**src/rtl/acq_pkg.sv**
```systemverilog
package acq_pkg;
  typedef enum logic [2:0] {
    ST_IDLE,
    ST_DAC,
    ST_TRIG,
    ST_WAIT,
    ST_READ,
    ST_STORE
  } seq_state_t;
endpackage

```
**src/rtl/frame_pacer.sv**
```systemverilog
module frame_pacer #(
  parameter int PW = 16
) (
  input  logic          clk,
  input  logic          rst,
  input  logic          enable,
  input  logic [PW-1:0] period,
  output logic          tick
);
  logic [PW-1:0] cnt;
  logic [PW-1:0] limit;

  assign limit = (period == '0) ? '0 : period - 1'b1;

  always_ff @(posedge clk) begin
    if (rst || !enable) begin
      cnt  <= '0;
      tick <= 1'b0;
    end else if (cnt >= limit) begin
      cnt  <= '0;
      tick <= 1'b1;
    end else begin
      cnt  <= cnt + 1'b1;
      tick <= 1'b0;
    end
  end

  AST_TICK_GATED: assert property (@(posedge clk) disable iff (rst)
    !enable |=> !tick);
endmodule

```
**src/rtl/dac_shifter.sv**
```systemverilog
module dac_shifter #(
  parameter int W    = 16,
  parameter int HALF = 5
) (
  input  logic         clk,
  input  logic         rst,
  input  logic         go,
  input  logic [W-1:0] word,
  output logic         sclk,
  output logic         cs_n,
  output logic         sdo,
  output logic         done
);
  localparam int HW = $clog2(HALF + 1);
  localparam int BW = $clog2(W + 1);

  logic          active;
  logic [HW-1:0] hcnt;
  logic [BW-1:0] bits;
  logic [W-1:0]  sh;

  always_ff @(posedge clk) begin
    if (rst) begin
      active <= 1'b0;
      cs_n   <= 1'b1;
      sclk   <= 1'b0;
      sdo    <= 1'b0;
      done   <= 1'b0;
      hcnt   <= '0;
      bits   <= '0;
      sh     <= '0;
    end else begin
      done <= 1'b0;
      if (!active) begin
        if (go) begin
          active <= 1'b1;
          cs_n   <= 1'b0;
          sclk   <= 1'b0;
          hcnt   <= '0;
          bits   <= '0;
          sh     <= word;
          sdo    <= word[W-1];
        end
      end else if (hcnt == HW'(HALF - 1)) begin
        hcnt <= '0;
        if (!sclk) begin
          sclk <= 1'b1;
        end else begin
          sclk <= 1'b0;
          if (bits == BW'(W - 1)) begin
            active <= 1'b0;
            cs_n   <= 1'b1;
            sdo    <= 1'b0;
            done   <= 1'b1;
          end else begin
            bits <= bits + 1'b1;
            sdo  <= sh[W-2];
            sh   <= {sh[W-2:0], 1'b0};
          end
        end
      end else begin
        hcnt <= hcnt + 1'b1;
      end
    end
  end

  AST_DAC_SCLK_IDLE: assert property (@(posedge clk) disable iff (rst)
    cs_n |-> !sclk);
  AST_DAC_SDO_HELD: assert property (@(posedge clk) disable iff (rst)
    sclk |-> $stable(sdo));
endmodule

```
**src/rtl/adc_reader.sv**
```systemverilog
module adc_reader #(
  parameter int W    = 18,
  parameter int HALF = 3
) (
  input  logic         clk,
  input  logic         rst,
  input  logic         go,
  input  logic         sdi,
  output logic         sclk,
  output logic         cs_n,
  output logic [W-1:0] word,
  output logic         done
);
  localparam int HW = $clog2(HALF + 1);
  localparam int BW = $clog2(W + 1);

  logic          active;
  logic [HW-1:0] hcnt;
  logic [BW-1:0] bits;
  logic [W-1:0]  sh;

  always_ff @(posedge clk) begin
    if (rst) begin
      active <= 1'b0;
      cs_n   <= 1'b1;
      sclk   <= 1'b0;
      done   <= 1'b0;
      hcnt   <= '0;
      bits   <= '0;
      sh     <= '0;
      word   <= '0;
    end else begin
      done <= 1'b0;
      if (!active) begin
        if (go) begin
          active <= 1'b1;
          cs_n   <= 1'b0;
          sclk   <= 1'b0;
          hcnt   <= '0;
          bits   <= '0;
        end
      end else if (hcnt == HW'(HALF - 1)) begin
        hcnt <= '0;
        if (!sclk) begin
          sclk <= 1'b1;
          sh   <= {sh[W-2:0], sdi};
        end else begin
          sclk <= 1'b0;
          if (bits == BW'(W - 1)) begin
            active <= 1'b0;
            cs_n   <= 1'b1;
            done   <= 1'b1;
            word   <= sh;
          end else begin
            bits <= bits + 1'b1;
          end
        end
      end else begin
        hcnt <= hcnt + 1'b1;
      end
    end
  end

  AST_ADC_SCLK_IDLE: assert property (@(posedge clk) disable iff (rst)
    cs_n |-> !sclk);
  AST_ADC_DONE_CS: assert property (@(posedge clk) disable iff (rst)
    done |-> cs_n);
endmodule

```
**src/rtl/sample_ram.sv**
```systemverilog
module sample_ram #(
  parameter int DW    = 29,
  parameter int DEPTH = 32,
  parameter int AW    = $clog2(DEPTH)
) (
  input  logic          clk,
  input  logic          we,
  input  logic [AW-1:0] waddr,
  input  logic [DW-1:0] wdata,
  input  logic [AW-1:0] raddr,
  output logic [DW-1:0] rdata
);
  logic [DW-1:0] mem [DEPTH];

  always_ff @(posedge clk) begin
    if (we) mem[waddr] <= wdata;
    rdata <= mem[raddr];
  end
endmodule

```
**src/rtl/acq_sequencer.sv**
```systemverilog
module acq_sequencer
  import acq_pkg::*;
#(
  parameter int NCH      = 8,
  parameter int DAC_W    = 16,
  parameter int ADC_W    = 18,
  parameter int DAC_HALF = 5,
  parameter int ADC_HALF = 3,
  parameter int FRAME_W  = 8,
  parameter int DEPTH    = 32,
  parameter int PERIOD_W = 16,
  parameter int TIME_W   = 8,
  localparam int CH_W    = $clog2(NCH),
  localparam int AW      = $clog2(DEPTH),
  localparam int ENT_W   = CH_W + FRAME_W + ADC_W
) (
  input  logic                clk,
  input  logic                rst,
  input  logic                enable,
  input  logic [DAC_W-1:0]    dac_word,
  input  logic [PERIOD_W-1:0] frame_period,
  input  logic [TIME_W-1:0]   trig_len,
  input  logic [TIME_W-1:0]   conv_wait,
  output logic                dac_sclk,
  output logic                dac_cs_n,
  output logic                dac_mosi,
  output logic                adc_trig_n,
  output logic [NCH-1:0]      adc_sclk,
  output logic [NCH-1:0]      adc_cs_n,
  input  logic [NCH-1:0]      adc_miso,
  output logic                buf_we,
  output logic [AW-1:0]       buf_waddr,
  output logic [ENT_W-1:0]    buf_wdata,
  input  logic [AW-1:0]       rd_addr,
  output logic [ENT_W-1:0]    rd_data,
  output logic                busy,
  output logic                overrun
);
  seq_state_t         state;
  logic               tick;
  logic               dac_go, dac_done, adc_go;
  logic [DAC_W-1:0]   dac_latch;
  logic [TIME_W-1:0]  tcnt, wcnt;
  logic [FRAME_W-1:0] frame_cnt, cur_frame;
  logic [CH_W-1:0]    ch;
  logic [AW-1:0]      wptr;
  logic [NCH-1:0]     adc_done;
  logic [ADC_W-1:0]   adc_word [NCH];

  frame_pacer #(.PW(PERIOD_W)) u_pacer (
    .clk(clk), .rst(rst), .enable(enable), .period(frame_period), .tick(tick)
  );

  dac_shifter #(.W(DAC_W), .HALF(DAC_HALF)) u_dac (
    .clk(clk), .rst(rst), .go(dac_go), .word(dac_latch),
    .sclk(dac_sclk), .cs_n(dac_cs_n), .sdo(dac_mosi), .done(dac_done)
  );

  for (genvar g = 0; g < NCH; g++) begin : g_adc
    adc_reader #(.W(ADC_W), .HALF(ADC_HALF)) u_rd (
      .clk(clk), .rst(rst), .go(adc_go), .sdi(adc_miso[g]),
      .sclk(adc_sclk[g]), .cs_n(adc_cs_n[g]), .word(adc_word[g]),
      .done(adc_done[g])
    );
  end

  sample_ram #(.DW(ENT_W), .DEPTH(DEPTH), .AW(AW)) u_ram (
    .clk(clk), .we(buf_we), .waddr(buf_waddr), .wdata(buf_wdata),
    .raddr(rd_addr), .rdata(rd_data)
  );

  assign busy = (state != ST_IDLE);

  always_ff @(posedge clk) begin
    if (rst) begin
      state      <= ST_IDLE;
      dac_go     <= 1'b0;
      adc_go     <= 1'b0;
      dac_latch  <= '0;
      adc_trig_n <= 1'b1;
      tcnt       <= '0;
      wcnt       <= '0;
      frame_cnt  <= '0;
      cur_frame  <= '0;
      ch         <= '0;
      wptr       <= '0;
      buf_we     <= 1'b0;
      buf_waddr  <= '0;
      buf_wdata  <= '0;
      overrun    <= 1'b0;
    end else begin
      dac_go <= 1'b0;
      adc_go <= 1'b0;
      buf_we <= 1'b0;
      if (!enable) begin
        overrun   <= 1'b0;
        frame_cnt <= '0;
      end else if (tick && state != ST_IDLE) begin
        overrun <= 1'b1;
      end
      case (state)
        ST_IDLE: begin
          if (tick && enable) begin
            dac_latch <= dac_word;
            dac_go    <= 1'b1;
            cur_frame <= frame_cnt;
            frame_cnt <= frame_cnt + 1'b1;
            state     <= ST_DAC;
          end
        end
        ST_DAC: begin
          if (dac_done) begin
            adc_trig_n <= 1'b0;
            tcnt       <= (trig_len == '0) ? TIME_W'(1) : trig_len;
            state      <= ST_TRIG;
          end
        end
        ST_TRIG: begin
          if (tcnt <= TIME_W'(1)) begin
            adc_trig_n <= 1'b1;
            wcnt       <= conv_wait;
            state      <= ST_WAIT;
          end else begin
            tcnt <= tcnt - 1'b1;
          end
        end
        ST_WAIT: begin
          if (wcnt == '0) begin
            adc_go <= 1'b1;
            state  <= ST_READ;
          end else begin
            wcnt <= wcnt - 1'b1;
          end
        end
        ST_READ: begin
          if (&adc_done) begin
            ch    <= '0;
            state <= ST_STORE;
          end
        end
        ST_STORE: begin
          buf_we    <= 1'b1;
          buf_waddr <= wptr;
          buf_wdata <= {ch, cur_frame, adc_word[ch]};
          wptr      <= (wptr == AW'(DEPTH - 1)) ? '0 : wptr + 1'b1;
          if (ch == CH_W'(NCH - 1)) state <= ST_IDLE;
          else ch <= ch + 1'b1;
        end
        default: state <= ST_IDLE;
      endcase
    end
  end

  AST_TRIG_AFTER_DAC: assert property (@(posedge clk) disable iff (rst)
    !adc_trig_n |-> dac_cs_n);
  AST_ADC_QUIET_IN_DAC: assert property (@(posedge clk) disable iff (rst)
    !dac_cs_n |-> (&adc_cs_n));
  AST_ADC_CS_ALIGNED: assert property (@(posedge clk) disable iff (rst)
    ((&adc_cs_n) || !(|adc_cs_n)));
  AST_TRIG_HIGH_IDLE: assert property (@(posedge clk) disable iff (rst)
    !busy |-> adc_trig_n);
  AST_WADDR_STEP: assert property (@(posedge clk) disable iff (rst)
    (buf_we && $past(buf_we)) |->
      buf_waddr == (($past(buf_waddr) == AW'(DEPTH - 1)) ? '0 : $past(buf_waddr) + 1'b1));
  AST_OVERRUN_CLEAR: assert property (@(posedge clk) disable iff (rst)
    !enable |=> !overrun);
endmodule

```
**config.mk**
```make
export PLATFORM = sky130hd
export DESIGN_NAME = acq_sequencer
export DESIGN_NICKNAME = d
export VERILOG_FILES = /design/src/rtl/acq_pkg.sv /design/src/rtl/frame_pacer.sv /design/src/rtl/dac_shifter.sv /design/src/rtl/adc_reader.sv /design/src/rtl/sample_ram.sv /design/src/rtl/acq_sequencer.sv
export SDC_FILE = /design/constraint.sdc
export NUM_CORES = 2
export LEC_CHECK = 0
export BUFFER_PORTS_ARGS = -buffer_cell sky130_fd_sc_hd__buf_2
export CAP_MARGIN = 40
export CORE_ASPECT_RATIO = 0.9
export CORE_MARGIN = 2
export CORE_UTILIZATION = 45
export CTS_BUF_LIST = sky130_fd_sc_hd__clkbuf_4
export CTS_CLUSTER_SIZE = 10
export DETAILED_ROUTE_END_ITERATION = 10
export GPL_TIMING_DRIVEN = 0
export HOLD_SLACK_MARGIN = 0.05
export PLACE_DENSITY_LB_ADDON = 0.15
export SLEW_MARGIN = 25
export SYNTH_ARGS = -nofsm -noshare
export SYNTH_HDL_FRONTEND = slang
export SYNTH_SLANG_ARGS = --single-unit
```
**constraint.sdc**
```tcl
create_clock -name clk -period 12.2 [get_ports clk]
set_input_delay 3.66 -clock clk [delete_from_list [all_inputs] [get_ports clk]]
set_output_delay 3.66 -clock clk [all_outputs]
set_load 0.005 [all_outputs]
```
==> After elaboration in Yosys (flattened, before gate mapping) <==
Memories as Yosys holds them, arrays and structs flattened. A register that Yosys moved wholly into a read port is not among the register bits.
Cells that the tools add are included.
W data, S select, Z words.
{ "totals": {"in_bits": 64, "ramBits": 928, "register_bits": 519, "memories": 1, "word_cells": 518, "out_inout_bits": 86} }
{ "memory_table": {"columns": ["name", "depth", "width", "rd", "rd_ports_with_merged_regs", "wr", "line_no", "text"], "rows": [
  ["u_ram.mem", 32, 29, 1, 1, 1, "sample_ram.sv:13", "logic [DW-1:0] mem [DEPTH];"]
]} }
{ "op_classes": {"n_lt_le_gt_ge": 3, "n_reduce_logical": 85, "add_sub_neg": 25, "n_bitwise": 31, "n_eq_ne": 70, "muxes": 214} }
{ "ops": {"columns": ["cell", "count"], "rows": [
  ["$mux W5", 39],
  ["$mux W1", 125],
  ["$reduce_and A4 Y1", 26],
  ["$mux W15", 5],
  ["$ne A2 B2 Y1 const B", 35],
  ["$mux W8", 8],
  ["$bmux W18 S3", 1],
  ["$add A5 B1 Y5 const B", 10],
  ["$eq A5 B5 Y1 const B", 9],
  ["$reduce_and A3 Y1", 13],
  ["$mux W18", 2],
  ["$reduce_or A4 Y1", 9],
  ["$mux W2", 17],
  ["$mux W3", 11],
  ["$pmux W8 S2", 2],
  ["$not A1 Y1", 30],
  ["$reduce_bool A2 Y1", 12],
  ["$ne A2 B1 Y1 const B", 10],
  ["$reduce_and A2 Y1", 10],
  ["$pmux W3 S6", 1],
  ["$add A16 B1 Y16 const B", 1],
  ["$add A2 B1 Y2 const B", 8],
  ["$eq A2 B2 Y1 const B", 8],
  ["$ge A16 B16 Y1", 1],
  ["24 further kinds", 35]
]} }

==> Longest topological paths before layout <==
{ "depth": {"ltp_word": 5, "mapped_depth": 13, "mapped_depth_nobuf": 11} }

==> By module <==
A second synthesis with hierarchy kept.
{ "unflattened": {"hier_cells": 4652, "hier_area_um2": 59291.9} }
{ "modules_own_cells": {"columns": ["module", "area_per_inst_um2", "cells_per_inst", "n_inst", "seq_area_each_um2"], "rows": [
  ["sample_ram", 36867.9, 2054, 1, 28447.3],
  ["adc_reader (g_adc[0].u_rd ...)", 1776.7, 213, 7, 940.9],
  ["acq_sequencer", 5298.8, 578, 1, 1961.9],
  ["adc_reader (g_adc[7].u_rd)", 1825.5, 195, 1, 940.9],
  ["dac_shifter", 1455.1, 158, 1, 560.5],
  ["frame_pacer", 1407.6, 176, 1, 340.3]
]} }

==> Least setup slack after synthesis <==
No wires, ideal clock.
{ "synth_timing": {"path_type": "input to register", "from": "input frame_period[0]", "to": "register u_pacer.cnt[10]", "arrival_time_ps": 6262, "setup_time_ps": 78, "slack_ps": 5860, "n_path_buf": 1, "cell_stages": 12, "required_time_ps": 12122, "path_cell_list": "inv_1 -> ha_1 -> nor3b_1 -> nand4_1 -> nor3_1 -> mux2i_1 -> ha_1 -> nand4_1 -> o21bai_1 -> a2111o_1 -> clkbuf_1 -> nor3_1"} }
{ "synth_via": {"elab_chain_len": 4, "elab_cells_between_ends": 5, "classes_between": "add/sub: 1; order compare: 1; mux: 1; reduce/logical: 2"} }
{ "synth_rtl": {"columns": ["item", "line_no", "text"], "rows": [
  ["from (decl)", "acq_sequencer.sv:21", "input logic [PERIOD_W-1:0] frame_period,"],
  ["$sub A16 B1 Y16 or $logic_not A16 Y1 (tied branches)", "frame_pacer.sv:13", "assign limit = (period == '0) ? '0 : period - 1'b1;"],
  ["$mux W16 *", "frame_pacer.sv:13", null],
  ["$ge A16 B16 Y1 *", "frame_pacer.sv:19", "end else if (cnt >= limit) begin"],
  ["$reduce_or A2 Y1 (no source line) *", null, null],
  ["to (signal assigned)", "frame_pacer.sv:23", "cnt <= cnt + 1'b1;"],
  ["to (decl)", "frame_pacer.sv:10", "logic [PW-1:0] cnt;"]
]} }
Mark *: on every way between the ends. The rest lies on a longest branch, timed or not.
A chain may end at the register's enable or synchronous reset.

==> Worst setup path after layout <==
{ "layout_timing": {"from": "register buf_wdata[26]", "to": "output buf_wdata[26]"} }
{ "layout_lines": {"columns": ["item", "line_no", "text"], "rows": [
  ["from (decl)", "acq_sequencer.sv:33", "output logic [ENT_W-1:0] buf_wdata,"],
  ["from (signal assigned)", "acq_sequencer.sv:144", "buf_wdata <= {ch, cur_frame, adc_word[ch]};"]
]} }
No word-level cell between the ends.

==> impl_metrics.toml <==
[run_status]
status = "completed"

[critical_path]
path_buf_inv = 1
critPathMaxFanout = 34
slowest_stage = "dfxtp_2"
critical-path-top-delay-family = "flip-flops"
crit_type = "reg2out"
crit_path_end_kind = "output port"
r2r_end = "u_ram.mem[0][12]"
cp-endpoint = "buf_wdata[26]"
r2r_cells = 5
crit_path_start_kind = "flop"
crit_path_max_incr_delay_ns = 0.84
cp_data_arrival_time_ns = 2.36
timing.rr.start = "buf_we"
cp_num_cells = 1
cp-startpoint = "buf_wdata[26]"
r2r_slack_ns = 9.64
worstPathRequired_ns = 8.54
crit_path_cell_trace = "buf_2"

[clock_tree]
holdBufCountCts = 0
htree_levels = 5
cts_resized = 0
postCtsSetupBuffers = 0
clk_pin_slew_ns = 0.06
cts_sinks = 1476
cts_tree = "built"
cts_buffers = 386
clockBufferDepth = 4
ctsRootBufferMaster = "clkbuf_4"
clk-insertion-delay-late_ns = 1.25

[place]
finalWeightedCongestion = 0.823
hpwlAfterDp_um = 95000
dp_slack_ns = 5.09
portBuffers = 146

[min_path]
hold_class = "reg2reg"
hold_start = "g_adc[7].u_rd.sh[8]"

[finish]
final_common_cell = "edfxtp_1"
most-common-layout-cells = "928 x edfxtp_1, 585 x clkbuf_4, 530 x dfxtp_1"
fin_util = 0.526
layout-drive-gt1-share = 0.279
syn_to_final_growth_pct = 16.0
nNetsFinal = 4482

[logic_synthesis]
yosys_warnings = 0
synth_ff_type = "edfxtp_1"
synthArstFlopShare = 0
synth_fp_nets = 3887
yosysSeqAreaShare = 0.685
yosysTopAreaCellShare = 0.492
ys_top_cells_by_area = "edfxtp_1 49%, dfxtp_1 19%, mux4_2 11%"
synth_area_leader_cell = "edfxtp_1"
ys_types = 79
synth-edff-count = 928
synth-seq-cells = 1476
syn_area_mm2 = 0.0567
syn_inst = 3775
avgSynthCellArea_um2 = 15.0

[sta]
period_share = 0.493
fin_ws_ns = 6.18
tightest_slew_ns = 0.864
fin_hold_ws_ns = 0.421
rsz0062_at_grt = "no"
setup_viol_count_final = 0
max-slew-margin-rel = 0.424
fmax_mhz = 166
drv_slew = 0
tns_ns = 0
period_minus_slack_ns = 6.02
hold_violations = 0
fin_worst_skew_ns = 0.0631

[drt]
dr.pass1.iters = 5
initialDrtViolationCount = 2597
antenna_left = 0
dr_total_vias = 34400
vias_per_cell = 5.44
wl_per_cell_um = 22.0
routed_wl_um = 139000
drc = 0

[floorplan]
die_h_um = 341
die_x_um = 378
rows = 123
design.die.area_mm2 = 0.129
start_util = 0.453
core_area_mm2 = 0.125
io_pins = 150

[global_route]
grt_first_pass_wirelength_um = 212000
grt_max_degree = 35
grt_overflow_total = 0
track_usage = 0.218
grt_pass1_vias = 34600
antenna_found_initial = 2

[power_and_ir_drop]
p_leak_nw = 23.7
ir_drop_v = 0.0000863
power_mw = 9.68
powerDensity_mw_per_mm2 = 147

[run]
drv_cap = 0
cell type report:
cell class,instances,area (um^2)
fill,10700,59200
sequential,1476,38900
multi-input combinational,2020,16800
clock buffer,585,4390
tap,1687,2110
timing repair buffer,207,1930
buffer,241,1160
clock inverter,68,365
inverter,38,143
antenna,8,20.0
metal layers:
| metal | track usage | vias up | share of wire |
|---|---|---|---|
| met5 | 0 | - | 0 |
| met4 | 0.0786 | 0 | 0.021 |
| met3 | 0.0397 | 202 | 0.052 |
| met2 | 0.350 | 938 | 0.48 |
| met1 | 0.300 | 17300 | 0.45 |
| li1 | - | 16000 | - |
power by group:
group | internal [mW] | total, mW | switching [mW]
combinational | 0.0968 | 0.265 | 0.168
clock | 2.25 | 4.17 | 1.92
sequential | 5.25 | 5.25 | 0.00248
total | 7.59 | 9.68 | 2.09
stage by stage:
stage	cell area [um^2]	cells
4_1_cts	65700	6321
5_1_grt	65700	6330
3_5_place_dp	61000	5668
3_3_place_gp	59500	5608
2_1_floorplan	56700	3775
6_report	65700	6330
synthesized netlist by cell type (all sizes together), types with 16 or more instances:
library cell,number
mux4,268
edfxtp,928
nor3,50
mux2i,48
nand2,446
o22ai,118
a211oi,28
xnor2,29
nor3b,16
clkbuf,112
ha,48
nor2,152
nor4,38
buf,129
a21oi,283
nand4,20
nand3,19
xor2,25
dfxtp,548
nand2b,18
nor2b,20
inv,38
and2,23
a22o,144
o21ai,46
nand3b,29
tightest hold or removal path, stage by stage (launching register included):
cell,delay (ns)
dfxtp_1,0.32
nand2_1,0.06
a21oi_1,0.05
flip-flops by register name, summed over array words and instances, names as in the netlist, 15 cells and up:
signal / flops
u_ram.mem: 928
g_adc.u_rd.hcnt: 16
dac_latch: 16
g_adc.u_rd.bits: 40
g_adc.u_rd.word: 144
u_dac.sh: 15
buf_wdata: 29
u_pacer.cnt: 16
g_adc.u_rd.sh: 144
u_ram.rdata: 29
worst min-delay path by stage:
stage | endpoint | slack, ns | cells after the start
after floorplan | g_adc[1].u_rd.cs_n | 0.42 | 2
after global placement | g_adc[5].u_rd.cs_n | 0.44 | 2
after detailed placement | g_adc[4].u_rd.cs_n | 0.44 | 2
after CTS | g_adc[7].u_rd.sh[9] | 0.42 | 2
after global routing | g_adc[7].u_rd.sh[2] | 0.47 | 2
final | g_adc[7].u_rd.sh[9] | 0.42 | 2
logic make-up after synthesis:
logic type               Yosys count  synth area share
flip-flops                      1476             0.685
AND/OR/NAND/NOR                  909            0.0773
AO/OA/AOI/OAI                    685            0.0786
multiplexers                     324             0.117
buffers and inverters            279            0.0231
XOR/XNOR                          54           0.00835
adder cells (fa/ha/maj)           48            0.0106
No activity file was read; power rests on OpenSTA's default activity.
